==> config.mk <==
export PLATFORM = sky130hd
export DESIGN_NAME = tmr_chan
export DESIGN_NICKNAME = d
export VERILOG_FILES = /design/src/rtl/tmr_chan_pkg.sv /design/src/rtl/tmr_chan_cmp.sv /design/src/rtl/tmr_chan_rdmux.sv /design/src/rtl/tmr_chan.sv
export SDC_FILE = /design/constraint.sdc
export NUM_CORES = 1
export LEC_CHECK = 0
export BUFFER_PORTS_ARGS = -buffer_cell sky130_fd_sc_hd__buf_2
export CORE_ASPECT_RATIO = 0.6
export CORE_MARGIN = 1
export CORE_UTILIZATION = 48
export DETAILED_ROUTE_END_ITERATION = 8
export GPL_TIMING_DRIVEN = 0
export PLACE_DENSITY = 0.66
export REMOVE_ABC_BUFFERS = 1
export SLEW_MARGIN = 20
export SYNTH_ARGS = -nofsm -noshare
export SYNTH_HDL_FRONTEND = slang
export SYNTH_SLANG_ARGS = --single-unit
==> constraint.sdc <==
create_clock -name clk_i -period 12.16 [get_ports clk_i]
set_input_delay 1.824 -clock clk_i [delete_from_list [all_inputs] [get_ports clk_i]]
set_output_delay 1.824 -clock clk_i [all_outputs]
set_load 0.01 [all_outputs]
==> src/rtl/tmr_chan_pkg.sv <==
package tmr_chan_pkg;

    localparam int CFG_BITS = 4;

    // bit 3 narrow, bit 2 load-comparator, bit 1 periodic, bit 0 enable
    typedef struct packed {
        logic narrow;
        logic setval;
        logic periodic;
        logic en;
    } chan_cfg_t;

    typedef enum logic [1:0] {
        WSEL_CFG    = 2'd0,
        WSEL_CMP_LO = 2'd1,
        WSEL_CMP_HI = 2'd2,
        WSEL_NONE   = 2'd3
    } wsel_e;

    typedef enum logic [2:0] {
        RSEL_CFG    = 3'd0,
        RSEL_CMP_LO = 3'd1,
        RSEL_CMP_HI = 3'd2,
        RSEL_PER_LO = 3'd3,
        RSEL_PER_HI = 3'd4
    } rsel_e;

endpackage

==> src/rtl/tmr_chan_cmp.sv <==
// Comparison arithmetic between comparator and counter, wide or narrow.
module tmr_chan_cmp #(
    parameter int CNT_W = 64
) (
    input  logic [CNT_W-1:0] cmp_i,
    input  logic [CNT_W-1:0] count_i,
    input  logic             narrow_i,
    output logic             hit_o,
    output logic             ahead_o,
    output logic             wrap_first_o,
    output logic             at_top_o
);
    localparam int HALF_W = CNT_W / 2;

    logic [CNT_W-1:0]  diff_w;
    logic [HALF_W-1:0] diff_n;
    logic [HALF_W-1:0] diff_clamp;
    logic [HALF_W-1:0] to_wrap;
    logic              ahead_w;
    logic              ahead_n;

    always_comb begin
        diff_w     = cmp_i - count_i;
        diff_n     = cmp_i[HALF_W-1:0] - count_i[HALF_W-1:0];
        ahead_w    = !diff_w[CNT_W-1] && (diff_w != '0);
        ahead_n    = !diff_n[HALF_W-1] && (diff_n != '0);
        ahead_o    = narrow_i ? ahead_n : ahead_w;
        hit_o      = narrow_i ? (cmp_i[HALF_W-1:0] == count_i[HALF_W-1:0])
                              : (cmp_i == count_i);
        // distance to match, at least one tick
        diff_clamp = ahead_n ? diff_n : HALF_W'(1);
        to_wrap    = ~count_i[HALF_W-1:0];
        wrap_first_o = to_wrap < diff_clamp;
        at_top_o   = &count_i[HALF_W-1:0];
    end
endmodule

==> src/rtl/tmr_chan_rdmux.sv <==
// Read-back selection of half-width words.
module tmr_chan_rdmux
    import tmr_chan_pkg::*;
#(
    parameter int CNT_W = 64
) (
    input  chan_cfg_t               cfg_i,
    input  logic [CNT_W-1:0]        cmp_i,
    input  logic [CNT_W-1:0]        per_i,
    input  logic [2:0]              sel_i,
    output logic [CNT_W/2-1:0]      data_o
);
    localparam int HALF_W = CNT_W / 2;

    always_comb begin
        case (rsel_e'(sel_i))
            RSEL_CFG:    data_o = HALF_W'(cfg_i);
            RSEL_CMP_LO: data_o = cmp_i[HALF_W-1:0];
            RSEL_CMP_HI: data_o = cmp_i[CNT_W-1:HALF_W];
            RSEL_PER_LO: data_o = per_i[HALF_W-1:0];
            RSEL_PER_HI: data_o = per_i[CNT_W-1:HALF_W];
            default:     data_o = '0;
        endcase
    end
endmodule

==> src/rtl/tmr_chan.sv <==
module tmr_chan
    import tmr_chan_pkg::*;
#(
    parameter int CNT_W = 64
) (
    input  logic                clk_i,
    input  logic                rst_ni,
    input  logic                glb_en_i,
    input  logic [CNT_W-1:0]    count_i,
    input  logic                wr_en_i,
    input  logic [1:0]          wr_sel_i,
    input  logic [CNT_W/2-1:0]  wr_data_i,
    input  logic [2:0]          rd_sel_i,
    output logic [CNT_W/2-1:0]  rd_data_o,
    output logic                event_o,
    output logic                pend_o
);
    localparam int HALF_W = CNT_W / 2;

    typedef struct packed {
        chan_cfg_t        cfg;
        logic [CNT_W-1:0] cmp;
        logic [CNT_W-1:0] per;
        logic             armed;
        logic             arm_chk;
        logic             wrap_pend;
        logic             catchup;
        logic             hit_prev;
        logic             glb_prev;
        logic             evt;
        logic             pend;
    } state_t;

    state_t s_d, s_q;

    logic hit, ahead, wrap_first, at_top;
    logic live, wrap_evt, cmp_evt, load_cmp;
    logic [CNT_W-1:0] adv;
    chan_cfg_t new_cfg;

    tmr_chan_cmp #(.CNT_W(CNT_W)) cmp_i (
        .cmp_i        (s_q.cmp),
        .count_i      (count_i),
        .narrow_i     (s_q.cfg.narrow),
        .hit_o        (hit),
        .ahead_o      (ahead),
        .wrap_first_o (wrap_first),
        .at_top_o     (at_top)
    );

    tmr_chan_rdmux #(.CNT_W(CNT_W)) rdmux_i (
        .cfg_i  (s_q.cfg),
        .cmp_i  (s_q.cmp),
        .per_i  (s_q.per),
        .sel_i  (rd_sel_i),
        .data_o (rd_data_o)
    );

    always_comb begin
        s_d          = s_q;
        s_d.evt      = 1'b0;
        s_d.arm_chk  = 1'b0;
        s_d.hit_prev = hit;
        s_d.glb_prev = glb_en_i;
        new_cfg      = chan_cfg_t'(wr_data_i[CFG_BITS-1:0]);
        load_cmp     = !s_q.cfg.periodic || s_q.cfg.setval;
        adv          = s_q.cfg.narrow
                     ? {{HALF_W{1'b0}}, s_q.cmp[HALF_W-1:0] + s_q.per[HALF_W-1:0]}
                     : s_q.cmp + s_q.per;

        live = s_q.armed && glb_en_i;

        // wrap decision is taken one cycle after arming, on the updated comparator
        if (s_q.arm_chk) begin
            s_d.wrap_pend = s_q.cfg.narrow && !s_q.cfg.periodic && wrap_first;
        end

        wrap_evt = live && s_q.wrap_pend && at_top
                   && s_q.cfg.narrow && !s_q.cfg.periodic;
        cmp_evt  = live && hit && !s_q.hit_prev;

        if (wrap_evt) begin
            s_d.wrap_pend = 1'b0;
        end
        if (wrap_evt || cmp_evt) begin
            s_d.evt  = 1'b1;
            s_d.pend = 1'b1;
        end

        // periodic self-advance and catch-up
        if (live && s_q.cfg.periodic && (s_q.per != '0) && (cmp_evt || s_q.catchup)) begin
            if (!ahead) begin
                s_d.cmp     = adv;
                s_d.catchup = 1'b1;
            end else begin
                s_d.catchup = 1'b0;
            end
        end else begin
            s_d.catchup = 1'b0;
        end

        // global enable edges
        if (!glb_en_i) begin
            s_d.armed     = 1'b0;
            s_d.pend      = 1'b0;
            s_d.wrap_pend = 1'b0;
            s_d.catchup   = 1'b0;
        end else if (!s_q.glb_prev && s_q.cfg.en) begin
            s_d.armed   = 1'b1;
            s_d.arm_chk = 1'b1;
        end

        // register writes
        if (wr_en_i) begin
            case (wsel_e'(wr_sel_i))
                WSEL_CFG: begin
                    s_d.cfg = new_cfg;
                    if (new_cfg.narrow) begin
                        s_d.cmp[CNT_W-1:HALF_W]   = '0;
                        s_d.per[CNT_W-1:HALF_W-1] = '0;
                    end
                    if (new_cfg.en && !s_q.cfg.en && glb_en_i) begin
                        s_d.armed   = 1'b1;
                        s_d.arm_chk = 1'b1;
                        s_d.catchup = 1'b0;
                    end else if (!new_cfg.en && s_q.cfg.en) begin
                        s_d.armed     = 1'b0;
                        s_d.pend      = 1'b0;
                        s_d.evt       = 1'b0;
                        s_d.wrap_pend = 1'b0;
                        s_d.catchup   = 1'b0;
                    end
                end
                WSEL_CMP_LO: begin
                    if (load_cmp) begin
                        s_d.cmp[HALF_W-1:0] = wr_data_i;
                    end
                    if (s_q.cfg.periodic) begin
                        s_d.per[HALF_W-1:0] = s_q.cfg.narrow
                                            ? {1'b0, wr_data_i[HALF_W-2:0]}
                                            : wr_data_i;
                    end
                    s_d.cfg.setval = 1'b0;
                    s_d.catchup    = 1'b0;
                    s_d.arm_chk    = s_q.armed;
                end
                WSEL_CMP_HI: begin
                    if (!s_q.cfg.narrow) begin
                        if (load_cmp) begin
                            s_d.cmp[CNT_W-1:HALF_W] = wr_data_i;
                        end else begin
                            s_d.per[CNT_W-1:HALF_W] = {1'b0, wr_data_i[HALF_W-2:0]};
                        end
                    end
                    s_d.cfg.setval = 1'b0;
                    s_d.catchup    = 1'b0;
                    s_d.arm_chk    = s_q.armed;
                end
                default: ;
            endcase
        end
    end

    always_ff @(posedge clk_i or negedge rst_ni) begin
        if (!rst_ni) begin
            s_q     <= '0;
            s_q.cmp <= '1;
        end else begin
            s_q <= s_d;
        end
    end

    assign event_o = s_q.evt;
    assign pend_o  = s_q.pend;

    // ---------------- assertions ----------------
    assert_narrow_upper_R8: assert property (@(posedge clk_i) disable iff (!rst_ni)
        s_q.cfg.narrow |-> (s_q.cmp[CNT_W-1:HALF_W] == '0) && (s_q.per[CNT_W-1:HALF_W] == '0));

    assert_period_top_R5: assert property (@(posedge clk_i) disable iff (!rst_ni)
        s_q.cfg.narrow ? !s_q.per[HALF_W-1] : !s_q.per[CNT_W-1]);

    assert_setval_clear_R4: assert property (@(posedge clk_i) disable iff (!rst_ni)
        (wr_en_i && (wr_sel_i == WSEL_CMP_LO || wr_sel_i == WSEL_CMP_HI)) |=> !s_q.cfg.setval);

    assert_event_pend_R6: assert property (@(posedge clk_i) disable iff (!rst_ni)
        event_o |-> pend_o);

    assert_disarm_quiet_R10: assert property (@(posedge clk_i) disable iff (!rst_ni)
        (wr_en_i && wr_sel_i == WSEL_CFG && !wr_data_i[0] && s_q.cfg.en) |=> (!pend_o && !event_o));

    assert_glb_off_R10: assert property (@(posedge clk_i) disable iff (!rst_ni)
        !glb_en_i |=> (!s_q.armed && !pend_o));
endmodule

[Word level (Yosys, flattened, before mapping)]
Cells that the tools add are included.
W data, S select, Z words.
Storage, ports and cells
  output and inout port bits: 34
  bits in registers: 140
  logic and storage cells: 124
Cells by class
  $add $sub $neg: 4
  equal/unequal tests: 12
  mux-type cells: 47
  bitwise gates (word level): 1
  reductions and logical operators: 43
  $lt $le $gt $ge: 1
Operators by type and width (count)
  $mux W32: 10
  $mux W64: 3
  $pmux W32 S5: 1
  $mux W132: 1
  $pmux W32 S2: 2
  $reduce_bool A64 Y1: 2
  $add A64 B64 Y64: 1
  $eq A64 B64 Y1: 1
  $sub A64 B64 Y64: 1
  $mux W33: 1
  $add A32 B32 Y32: 1
  $eq A32 B32 Y1: 1
  $lt A32 B32 Y1: 1
  $not A32 Y32: 1
  $reduce_and A32 Y1: 1
  $reduce_bool A32 Y1: 1
  $sub A32 B32 Y32: 1
  $mux W31: 1
  $logic_and A1 B1 Y1: 18
  $mux W1: 16
  $mux W2: 8
  $ne A2 B2 Y1 const B: 4
  $pmux W1 S2: 4
  $logic_not A1 Y1: 7
  other kinds (14): 20

[Depth between registers and ports, before layout]
Gate-level depths: netlist of the first run.
  depth after elaboration: 13
  gate-level depth with buffers: 29
  mapped depth without buffers: 28

[Modules after synthesis]
A second synthesis of the first run with hierarchy kept.
Unflattened totals
  cells, all modules: 2215
  area, all modules: 17175.2 µm²
By module, submodules not included
  tmr_chan: instances 1, cells each 1188, area an instance 10083.4 µm²
  tmr_chan_cmp: instances 1, cells each 904, area an instance 5886.9 µm²
  tmr_chan_rdmux: instances 1, cells each 123, area an instance 1204.9 µm²

[Worst setup path after synthesis of the first run]
OpenSTA, ideal clock, no wires.
  path kind: input to register
  start: input port count_i[0]
  end: register s_q[5] (netlist name)
  stages: 27
  required time: 12061 ps
  library setup time: 99 ps
  slack: 5195 ps
  data arrival time: 6866 ps
  cells stage by stage: ha_1 inv_1 fa_1 a21o_1 a221o_1 nand2b_2 o21ai_2 xor2_1 or4_1 or4_1 or4_1 and2_1 buf_2 buf_1 nand2_1 ha_1 a21o_1 a21o_1 a21oi_1 nor2b_1 o21ai_0 nand2b_1 a21oi_1 nor2b_1 o21ai_0 a41oi_1 a311oi_1
RTL lines
  start, declared: RTL line tmr_chan.sv:9  | input logic [CNT_W-1:0] count_i,
  end, declared: RTL line tmr_chan.sv:34  | state_t s_d, s_q;

==> results.txt, run 1 <==
startpoint types - input pin
first-pass GRT wire length - 102000 µm
hold buffer count at cts - 0
PortBufs - 138
Least-Margin Pin Slew - 1.18 ns
setup bufs post-CTS - 0
CTS H-tree depth - 4
area delta synth->final - 10.7%
Final #Nets - 2449
vias per cell - 6.80
count of max-cap constraint violations - 0
number of global-route vias before repair - 15.8k
Distinct cells, synth - 79
CTS tree - built
status - finished clean
Setup CP Type - in2reg
register area share after synthesis - 0.218
DRC viols - 0
clock skew - 0.0166 ns
Hold Fails Final Rpt - 0
Critical Path Fanout Max - 18
Tot GR Track Use - 0.400
core area - 32900 µm²
die area - 34800 µm²
Setup TNS Final - 0 ns
CTS clk-pin slew, worst paths - 0.06 ns
Area contributors post-synth - ha_1 12%, dfrtp_1 11%, dfstp_2 10%, nand2_1 6.1%, a21oi_1 5.5%
R2R cell count - 23
crit path capture type - register
Syn Area/Cell - 7.69 µm²
M1 wire length - 33400 µm
Die W - 240 µm
Clock Latency Late Sink - 0.46 ns
detailed-route via count - 18.0k
Static Leak - 8.33 nW
Total Routed Length - 70100 µm
slowest CP cell - or4_1
Hold Path Sink - s_q[6]
Max VDD drop - 0.125 mV
Top Family by Delay on Critical Path - simple AND/OR/NAND/NOR gates
layout cells sized above 1 - 0.145
WL/cell - 26.5 µm
pwr dens - 189 nW/µm²
crit path DAT - 8.74 ns
commonest non-fill, non-tap cells in the layout - 264 x nand2_1, 178 x a21oi_1, 161 x ha_1
CTS resizes - 0
commonest non-fill, non-tap cell in the layout - nand2_1
# setup viols final - 0
min-delay src - s_q[2]
First-pass DRT Iterations - 9
r2r setup slk - 4.86 ns
Critical Path RT - 12.52 ns
Seq cells post-synth - 139
Synth top area share - 0.124
FF-to-FF Start - s_q[90]
asr flop ratio synth - 1.00
CTS max path bufs - 2
cell taking the most area after synthesis - ha_1
DRC violation total after the first TritonRoute iteration - 2487
final design instance area without fill - 18100 µm²
Yosys Warn Count - 0
gpl congestion - 1.03
Mapped Area - 16300 µm²
CP bufs+invs - 2
I/O pins - 139
worst hold path depth - 1
critical path's largest stage delay - 0.66 ns
TritonCTS Sinks - 139
Place WS - 3.73 ns
EDFF count, synth - 0
pin count of the biggest net entering global routing - 77
Top FF cell, synth - dfrtp_1
Site Rows - 51
fin crit share - 0.690
fmax - 119 MHz
top routing layer used - met5
die height - 145 µm
WL met3 - 10700 µm
metal2 WL - 24700 µm
unrepaired setup endpoints after global routing - false
Final HPWL DP - 57100 µm
CTS root buf - clkbuf_16
cell count after synthesis - 2123
ANT nets after route - 0
class of the worst hold path - reg2reg
initial antenna violation count - 1
CTS Buf Count - 17
dpl cell area - 17400 µm²
setup ws final - 3.77 ns
Min Clock Period, post-route - 8.39 ns
grt ovf - 0
slew margin rel. - 0.203
Slew Viols, Final - 0
Starting Density - 0.496
reg2reg end - s_q[5]
metrics by stage:
| stage | total power, mW | hold WS [ns] | instances | util |
|---|---|---|---|---|
| detailed placement | 2.73 | 0.468 | 2611 | 0.530 |
| CTS | 3.31 | 0.476 | 2643 | 0.549 |
| finish | 3.41 | 0.475 | 2644 | 0.549 |
| global route | 3.60 | 0.498 | 2643 | 0.549 |
| global placement | 2.70 | 0.467 | 2593 | 0.520 |
| floorplan | 2.07 | 0.445 | 2005 | - |
sequential cells by signal, indices dropped and copies added, names as in the netlist:
register / count
s_q: 137
event_o: 1
pend_o: 1
worst max-delay path by stage:
stage | startpoint | endpoint | slack, ns | cells past startpoint
detailed placement | count_i[0] | s_q[5] | 3.73 | 25
global route | count_i[16] | s_q[5] | 3.47 | 25
CTS | count_i[0] | s_q[5] | 4.17 | 25
global placement | count_i[16] | s_q[95] | 1.55 | 12
floorplan | count_i[0] | s_q[105] | 5.15 | 16
finish | count_i[16] | s_q[5] | 3.77 | 25
layout make-up:
cell class | count | area (µm²)
inverters | 103 | 387
fillers | 3206 | 14900
repair buffers | 156 | 973
clock inverters | 11 | 156
multi-input cells | 1763 | 12000
clock buffers | 21 | 460
flip-flops and latches | 139 | 3560
well taps | 450 | 563
diodes | 1 | 2.50
Yosys cell counts (all sizes together) (10+ instances only):
| master | number |
|---|---|
| o31ai | 14 |
| a31oi | 15 |
| nand4 | 73 |
| xor2 | 49 |
| and3 | 18 |
| o211ai | 15 |
| a21oi | 180 |
| xnor2 | 48 |
| ha | 162 |
| a21o | 67 |
| or3 | 15 |
| nor2b | 15 |
| nand3 | 35 |
| nand2 | 265 |
| mux2 | 41 |
| o21bai | 14 |
| a32oi | 23 |
| mux2i | 48 |
| nand2b | 29 |
| a221o | 32 |
| inv | 103 |
| nor2 | 117 |
| and2 | 10 |
| a211oi | 15 |
| nor3 | 42 |
| a22oi | 25 |
| a22o | 30 |
| dfrtp | 75 |
| buf | 22 |
| o21ai | 195 |
| dfstp | 64 |
| o21a | 18 |
| nor4 | 35 |
| clkbuf | 96 |
| o22ai | 15 |
layer usage:
layer  up-vias  GRT usage
met5         -          0
met2      1167      0.489
li1       8086          -
met4         2     0.0845
met1      8647      0.621
met3        86      0.164
logic make-up (layout without fill, tap and decap cells):
group | Yosys count | in the layout | share of synthesized area
AOI/OAI and AO/OA | 724 | 724 | 0.289
and+or+nand+nor | 688 | 688 | 0.204
muxes | 89 | 89 | 0.0582
adders and majority gates | 164 | 164 | 0.127
buffers and inverters | 221 | 291 | 0.0528
DFF | 139 | 139 | 0.218
other | 1 | 2 | 0.000230
xor gates and xnor gates | 97 | 97 | 0.0520
power by group:
group / internal [mW] / switching (mW) / total (mW)
sequential: 0.600 / 0.205 / 0.805
combinational: 0.749 / 1.29 / 2.04
clock: 0.337 / 0.233 / 0.570
total: 1.69 / 1.73 / 3.41
(Power assumes the default switching activity.)
==> run 2: changes to the inputs <==
==> constraint.sdc (replaced) <==
create_clock -name clk_i -period 7.8 [get_ports clk_i]
set_input_delay 1.17 -clock clk_i [delete_from_list [all_inputs] [get_ports clk_i]]
set_output_delay 1.17 -clock clk_i [all_outputs]
set_load 0.01 [all_outputs]
==> run 2 against run 1 <==
Net effect:
- wire length is 0.21% higher
- combinational power up 56%
- first-iteration DRC count fell by 0.36%
- core utilization is 0.072 points higher
- clock power is 56% higher
- sequential share of layout area is essentially flat
- non-clock buffer count up 2
- clock-buffer cell count unchanged
- register-to-register slack worse by 4.3 ns
- flip-flop and latch count did not move
- critical endpoint unchanged
==> results.txt, run 2 (same netlist as run 1, synthesis figures left out) <==
Clk pwr share - 0.166
Min Hold Slack - 0.472 ns
clock skew - 0.0145 ns
Critical Path Fanout Max - 18
Final HPWL DP - 57100 µm
Static Leak - 8.34 nW
Starting Density - 0.496
ANT nets after route - 0
unrepaired setup endpoints after global routing - false
area delta synth->final - 10.8%
Total Routed Length - 70300 µm
slowest CP cell - o21ai_0
commonest non-fill, non-tap cells in the layout - 264 x nand2_1, 177 x a21oi_1, 161 x ha_1
DRC viols - 0
CTS Buf Count - 17
fin crit share - 0.978
CTS tree - built
die height - 145 µm
Most flops, register - s_q
Hold Fails Final Rpt - 0
Die W - 240 µm
Max VDD drop - 0.197 mV
footprint of the multi-input gates - 12000 µm²
gpl congestion - 1.03
critical path's largest stage delay - 1.01 ns
vias per cell - 6.79
WL/cell - 26.6 µm
max FFs per register - 137
Tot GR Track Use - 0.400
Least-Margin Pin Slew - 1.22 ns
I/O pins - 139
PortBufs - 138
class of the worst hold path - reg2reg
startpoint types - input pin
CTS H-tree depth - 4
CTS max path bufs - 2
Setup CP Type - in2reg
Fill cells - 3205
Site Rows - 51
commonest non-fill, non-tap cell in the layout - nand2_1
min-delay src - s_q[2]
crit path DAT - 7.99 ns
count of max-cap constraint violations - 0
DRC violation total after the first TritonRoute iteration - 2478
Slew Viols, Final - 0
TritonCTS Sinks - 139
layout cells sized above 1 - 0.147
Comb pwr share - 0.598
initial antenna violation count - 1
reg2reg end - s_q[5]
Final #Nets - 2451
Diodes inserted - 0
Clock Latency Late Sink - 0.46 ns
FF-to-FF Start - s_q[92]
Switching Share - 0.506
Hold Path Sink - s_q[6]
detailed-route via count - 18.0k
Internal Power - 2.63 mW
CTS root buf - clkbuf_16
crit path capture type - register
Setup TNS Final - 0 ns
Min Clock Period, post-route - 7.63 ns
sequential fraction of design power - 0.236
net load switching power - 2.70 mW
number of global-route vias before repair - 15.8k
R2R cell count - 25
die area - 34800 µm²
core area - 32900 µm²
pin count of the biggest net entering global routing - 77
Sequential Area - 3560 µm²
status - finished clean
first-pass GRT wire length - 102000 µm
grt ovf - 0
Critical Path RT - 8.16 ns
First-pass DRT Iterations - 6
fmax - 131 MHz
# setup viols final - 0
worst hold path depth - 1
pwr dens - 294 nW/µm²
slew margin rel. - 0.175
critical path startpoint - count_i[20]
CTS clk-pin slew, worst paths - 0.06 ns
r2r setup slk - 0.53 ns
hold buffer count at cts - 0
[run 2: changes by cell type in the layout (fill, tap and decap cells not counted)]
cell / delta
a21oi_1: -1
a21oi_2: +1
a32oi_1: -1
a32oi_2: +1
buf_4: +2
diode_2: -1
[run 2: per-stage QoR]
step | utilization | cell area (µm²) | power [mW] | setup slack, ns | instances
finish | 0.549 | 18100 | 5.33 | 0.168 | 2645
global route | 0.549 | 18100 | 5.62 | 0.0201 | 2645
CTS | 0.549 | 18100 | 5.16 | 0.464 | 2643
detailed placement | 0.530 | 17400 | 4.26 | 0.0215 | 2611
global placement | 0.520 | 17100 | 4.21 | -2.16 | 2593
floorplan | - | 15900 | 3.22 | 1.44 | 2005
[run 2: routing by layer]
metal  part of all wire  wire (µm)  vias to the layer above  track usage
met2               0.35      24900                     1060        0.489
met1               0.48      33900                     8742        0.621
met4              0.017       1180                        2       0.0845
met3               0.15      10200                       72        0.164
li1                   -          -                     8088            -
met5            0.00014         10                        -            0
[run 2: power groups by stage]
| stage | Clock (mW) | Sequential [mW] | Combinational [mW] |
|---|---|---|---|
| after floorplan | 0 | 1.07 | 2.15 |
| final | 0.887 | 1.26 | 3.18 |
| after global routing | 0.922 | 1.26 | 3.44 |
| after CTS | 0.887 | 1.24 | 3.03 |
| after global placement | 0 | 1.25 | 2.97 |
| after detailed placement | 0 | 1.25 | 3.01 |
[run 2: worst max path at each step]
stage          slack (ns)       end
2_1_floorplan        1.44  s_q[105]
3_3_place_gp        -2.16   s_q[95]
3_5_place_dp         0.02    s_q[5]
4_1_cts              0.46    s_q[5]
5_1_grt              0.02    s_q[5]
6_report             0.17    s_q[5]
[run 2: layout make-up]
cell class                 instances  area share
multi-input combinational       1763       0.662
sequential                       139       0.197
timing repair buffer             158      0.0546
tap                              450      0.0311
clock buffer                      21      0.0254
inverter                         103      0.0214
clock inverter                    11     0.00864
[run 2: critical path, delay by kind of cell]
family	cells	cell delay [ns]
simple gates	8	2.02
xor+xnor	1	0.36
fa+ha+maj	2	0.76
compound gates	12	2.98
buf+inv	4	0.68
[run 2: what timing repair did]
action | CTS | global route
setup endpoints to repair | 0 | 1
resized for setup | 0 | 2
setup buffers | 0 | 2
